$ cat config.mk
export PLATFORM = sky130hd
export DESIGN_NAME = dma_irq_collect
export DESIGN_NICKNAME = d
export VERILOG_FILES = /design/src/rtl/dma_irq_collect.sv
export SDC_FILE = /design/constraint.sdc
export NUM_CORES = 1
export LEC_CHECK = 0
export ABC_AREA = 1
export BUFFER_PORTS_ARGS = -buffer_cell sky130_fd_sc_hd__buf_2
export CORE_ASPECT_RATIO = 0.7
export CORE_MARGIN = 10
export CORE_UTILIZATION = 44
export CTS_CLUSTER_SIZE = 14
export DETAILED_ROUTE_END_ITERATION = 10
export GPL_TIMING_DRIVEN = 0
export PLACE_DENSITY = 0.79
export SLEW_MARGIN = 5
export SYNTH_ARGS = -nofsm -noshare
export SYNTH_HDL_FRONTEND = slang
export SYNTH_SLANG_ARGS = --single-unit
export TNS_END_PERCENT = 10
$ cat constraint.sdc
create_clock -name clk -period 5.2 [get_ports clk]
set_clock_uncertainty 0.1 [all_clocks]
set_input_delay 1.56 -clock clk [delete_from_list [all_inputs] [get_ports clk]]
set_output_delay 1.56 -clock clk [all_outputs]
set_load 0.03 [all_outputs]
$ cat src/rtl/dma_irq_collect.sv
module dma_irq_collect #(
  parameter int NUM_CH = 16,
  parameter int ADDR_W = 8,
  parameter int DATA_W = 32
) (
  input  logic              clk,
  input  logic              rst_n,
  input  logic              reg_wr_en,
  input  logic [ADDR_W-1:0] reg_addr,
  input  logic [DATA_W-1:0] reg_wdata,
  output logic [DATA_W-1:0] reg_rdata,
  input  logic [NUM_CH-1:0] ev_half,
  input  logic [NUM_CH-1:0] ev_desc,
  input  logic [NUM_CH-1:0] ev_list,
  output logic              irq
);
  localparam int CPR     = DATA_W / 4;
  localparam int NREG    = (NUM_CH + CPR - 1) / CPR;
  localparam int ST_BASE = 'h10;

  logic [NUM_CH-1:0] en_half, en_desc, en_list;
  logic [NUM_CH-1:0] st_half, st_desc, st_list;
  logic [NREG-1:0]   wr_en_word, wr_st_word;

  for (genvar r = 0; r < NREG; r++) begin : g_dec
    assign wr_en_word[r] = reg_wr_en && (reg_addr == ADDR_W'(4 * r));
    assign wr_st_word[r] = reg_wr_en && (reg_addr == ADDR_W'(ST_BASE + 4 * r));
  end

  for (genvar n = 0; n < NUM_CH; n++) begin : g_ch
    localparam int R = n / CPR;
    localparam int S = 4 * (n % CPR);
    logic [2:0] clr;
    assign clr = wr_st_word[R] ? reg_wdata[S +: 3] : 3'b000;

    always_ff @(posedge clk) begin
      if (!rst_n) begin
        {en_list[n], en_desc[n], en_half[n]} <= '0;
        {st_list[n], st_desc[n], st_half[n]} <= '0;
      end else begin
        if (wr_en_word[R])
          {en_list[n], en_desc[n], en_half[n]} <= reg_wdata[S +: 3];
        st_half[n] <= ev_half[n] | (st_half[n] & ~clr[0]);
        st_desc[n] <= ev_desc[n] | (st_desc[n] & ~clr[1]);
        st_list[n] <= ev_list[n] | (st_list[n] & ~clr[2]);
      end
    end
  end

  always_comb begin
    reg_rdata = '0;
    for (int n = 0; n < NUM_CH; n++) begin
      if (reg_addr == ADDR_W'(4 * (n / CPR)))
        reg_rdata[4 * (n % CPR) +: 3] = {en_list[n], en_desc[n], en_half[n]};
      else if (reg_addr == ADDR_W'(ST_BASE + 4 * (n / CPR)))
        reg_rdata[4 * (n % CPR) +: 3] = {st_list[n], st_desc[n], st_half[n]};
    end
  end

  always_ff @(posedge clk) begin
    if (!rst_n) irq <= 1'b0;
    else irq <= |((st_half & en_half) | (st_desc & en_desc) | (st_list & en_list));
  end
endmodule


==> reports/qor_table.md <==
| Result | Reported | Unit |
| --- | --- | --- |
| Run status | complete, no violations | - |
| Net count of the finished layout | 901 | - |
| Post-route clock period utilization | 96.14 | % |
| Leakage power | 2.496 | nW |
| Synthesized instance count | 685 | - |
| Initial antenna violation count | 2 | - |
| Multi-input combinational cell area | 2333 | sq um |
| Clock sink count | 97 | - |
| Fraction of layout cells with a size suffix above 1 | 19.58 | % |
| Sequential share of the synthesized area | 41.82 | % |
| Count of buffers inserted at the top-level ports | 107 | - |
| Number of pins exceeding their max-slew limit in the final report | 0 | - |
| Gates resized, CTS repair | 0 | - |
| Clk root buf | sky130_fd_sc_hd__clkbuf_16 | - |
| # fillers | 1038 | - |
| Post-layout worst setup margin | 0.2008 | ns |
| #FFs+latches synth | 97 | - |
| Placeable core region | 10320 | sq um |
| WP data arrival | 3.34 | ns |
| Weighted congestion at the end of routability-driven global placement | 0.9734 | - |
| Setup TNS after final layout | 0 | ns |
| Crit. End Element | primary output | - |
| Capturing point of the worst reg2reg path | irq | - |
| Area share of the largest cell type after synthesis | 41.82 | % |
| Count of flip-flops with a built-in enable after synthesis | 0 | - |
| Die width | 142.8 | um |
| Most repeated cell in the gate-level netlist after synthesis | sky130_fd_sc_hd__nand2_1 | - |
| Path class of the lowest-slack min-delay path | reg2reg | - |
| Path depth of the worst reg2reg path | 6 | - |
| Syn_area_per_cell | 6.778 | sq um |
| Number of buffers inserted for hold repair after clock tree synthesis | 0 | - |
| Simple-gate area share of the yosys netlist | 39.15 | % |
| Xor and xnor area share after synthesis | 0 | % |
| Number of maximum-capacitance violations | 0 | - |
| Total DRC errors in the routed layout | 0 | - |
| Adder and majority cell fraction of the synthesized area | 0 | % |
| Synth Flop Type | sky130_fd_sc_hd__dfxtp_1 | - |
| H-tree depth | 3 | - |
| Drt first-iter violations | 500 | - |
| Worst-case hold path end point | st_desc[2] | - |
| Vias per cell | 5.486 | - |
| Slew at the pin closest to its max-slew limit | 0.6664 | ns |
| Post-route ant nets | 0 | - |
| Dominant cells by area after synthesis | sky130_fd_sc_hd__dfxtp_1 42%, sky130_fd_sc_hd__nand2_1 14%, sky130_fd_sc_hd__nor2_1 8.7% | - |
| Half-perimeter wire length after detailed placement | 11.84 | mm |
| Max Clock Freq | 200.0 | MHz |
| Count of standard-cell rows | 31 | - |
| TritonCTS Buffers | 9 | - |
| Yosys top cell by area | sky130_fd_sc_hd__dfxtp_1 | - |
| CTS tree | yes | - |
| Async set-reset flop share out of synthesis | 0 | % |
| Largest voltage drop on the vdd net | 0.0001765 | V |
| Share of synthesized area spent on multiplexers | 0 | % |
| Hold Fails Final Rpt | 0 | - |
| Die Y-Extent | 105.9 | um |
| Layout Area Growth over Synthesis | 21.13 | % |
| # IOs | 124 | - |
| Die Outline Area | 15130 | sq um |
| Final-report setup violation count | 0 | - |
| Launch instance of the worst min-delay path | st_desc[2] | - |
| Min cycle time layout | 4.999 | ns |
| Largest net degree at the start of global routing | 14 | - |
| Detailed-route wire length per cell | 17.30 | um |
| Number of global-route vias before repair | 4931 | - |
| Main combinational cell family by area after synthesis | simple AND/OR/NAND/NOR gates | - |
| Via count | 5184 | - |
| Starting Density | 45.00 | % |
| Pwr Density | 273.3 | nW/um^2 |
| Global-route total usage across every layer | 21.43 | % |
| Normalized max-slew margin | 55.57 | % |
| Setup repair after global routing missed its margin | no | - |
| Number of detailed-route iterations in the first pass | 5 | - |
| Combined flip-flop and latch cell area | 1942 | sq um |
| Global-route wire length before repair | 25.90 | mm |
| Max FO, Critical Path | 10 | - |
| CP Class | in2out | - |
| Worst R2R Start | st_desc[5] | - |
| Data required time of the critical path | 3.54 | ns |
| Setup Fix Bufs, Post-CTS | 0 | - |
| Compound-Gate Fraction of Synth Area | 10.46 | % |
| Setup slack, reg-to-reg | 4.01 | ns |
| Final core utilization | 54.51 | % |
| Post-synth design cell area | 4643 | sq um |
| Clock slew at the register clock pins of the worst setup and hold paths | 0.06 | ns |
| Netlist cell types | 24 | - |
| Hold Path Cell Cnt | 2 | - |
| Total Wirelength | 16.35 | mm |
| Clock insertion delay at the later pin of the skew report | 0.36 | ns |
| CTS max path bufs | 2 | - |
| Count of yosys warnings during synthesis | 0 | - |
| Overall overflow remaining after global route | 0 | - |
| Type of origin of the critical path | input port | - |
| Leading post-synthesis cells by instance count | 174 x sky130_fd_sc_hd__nand2_1, 108 x sky130_fd_sc_hd__nor2_1, 97 x sky130_fd_sc_hd__dfxtp_1 | - |
| Worst slack at placement | 0.3235 | ns |
[report_power, final]
part	total (W)	internal (W)	leakage, nW	switching [W]
combinational	0.000138	0.0000508	1.57	0.0000877
clock	0.000604	0.000329	0.124	0.000276
sequential	0.000795	0.000771	0.797	0.0000236
total	0.00154	0.00115	2.50	0.000387
[flip-flops by register name (all words and copies together) (netlist names)]
signal / flops
st_half: 16
en_desc: 16
en_half: 16
st_desc: 16
st_list: 16
irq: 1
en_list: 16
[cell families (layout without fill, tap and decap cells)]
kind of cell / after synthesis / count (layout)
buffers and inverters: 83 / 203
and+or+nand+nor: 407 / 407
DFF: 97 / 97
AOI/OAI and AO/OA: 97 / 97
other: 1 / 9
[cell type report]
cell class	count	share of cell area, %
well taps	132	2.937
diodes	1	0.04449
flip-flops and latches	97	34.53
clock buffers	12	4.383
plain buffers	50	4.783
clock inverters	1	0.08899
multi-input cells	512	41.49
repair buffers	107	9.522
inverters	33	2.225
[how the worst max path moves through the flow]
stage                      from            end  depth (start not counted)
floorplan           reg_addr[1]  reg_rdata[12]                          8
detailed placement  reg_addr[1]   reg_rdata[0]                         10
global route        reg_addr[1]  reg_rdata[21]                         10
finish              reg_addr[1]   reg_rdata[0]                         10
CTS                 reg_addr[1]   reg_rdata[0]                         10
global placement    reg_addr[1]   reg_rdata[0]                         10
[cell usage in the layout (no fill, tap or decap)]
master / instances
sky130_fd_sc_hd__nand2_1: 174
sky130_fd_sc_hd__buf_2: 117
sky130_fd_sc_hd__nor2_1: 108
sky130_fd_sc_hd__dfxtp_1: 97
sky130_fd_sc_hd__a21oi_1: 49
sky130_fd_sc_hd__nand4_1: 48
sky130_fd_sc_hd__nand3_1: 42
sky130_fd_sc_hd__o21ai_0: 30
sky130_fd_sc_hd__inv_1: 28
sky130_fd_sc_hd__clkbuf_1: 25
sky130_fd_sc_hd__nor4_1: 24
sky130_fd_sc_hd__o21ai_1: 18
sky130_fd_sc_hd__buf_4: 10
sky130_fd_sc_hd__clkbuf_16: 9
sky130_fd_sc_hd__conb_1: 8
sky130_fd_sc_hd__inv_2: 4
sky130_fd_sc_hd__nor2_2: 4
sky130_fd_sc_hd__buf_6: 4
sky130_fd_sc_hd__nor2_4: 3
sky130_fd_sc_hd__nand2_2: 2
sky130_fd_sc_hd__clkinv_2: 2
sky130_fd_sc_hd__buf_1: 2
sky130_fd_sc_hd__diode_2: 1
sky130_fd_sc_hd__nand2_4: 1
sky130_fd_sc_hd__clkbuf_2: 1
sky130_fd_sc_hd__nor3_4: 1
sky130_fd_sc_hd__clkbuf_8: 1
[per-stage QoR]
| step | total power (W) | cell area (sq um) | instances | hold slack [ns] |
|---|---|---|---|---|
| global placement | 0.0009433 | 5370 | 931 | 0.3627 |
| finish | 0.001537 | 5624 | 945 | 0.3808 |
| CTS | 0.001532 | 5622 | 944 | 0.3816 |
| detailed placement | 0.0009455 | 5370 | 931 | 0.3724 |
| global route | 0.001579 | 5624 | 945 | 0.4070 |
| floorplan | 0.0008752 | 4669 | 692 | 0.3522 |
[critical path: stages]
cell and delay [ns]:
sky130_fd_sc_hd__buf_2 0.09, sky130_fd_sc_hd__inv_1 0.06, sky130_fd_sc_hd__nand2_1 0.08, sky130_fd_sc_hd__nor2_4 0.20
sky130_fd_sc_hd__inv_2 0.15, sky130_fd_sc_hd__nor2_2 0.35, sky130_fd_sc_hd__buf_2 0.36, sky130_fd_sc_hd__nand2_1 0.11
sky130_fd_sc_hd__nand4_1 0.15, sky130_fd_sc_hd__buf_2 0.22
[routing by layer]
metal	part of all wire [%]	routed length (um)	vias up	global-route usage, %
met2	43	7045	273	32.02
met4	1.4	229	0	6.975
met3	12	1906	23	7.292
met1	44	7167	2369	28.41
li1	-	-	2519	-
met5	0	0	-	0
Power figures use the tool's default switching activity.
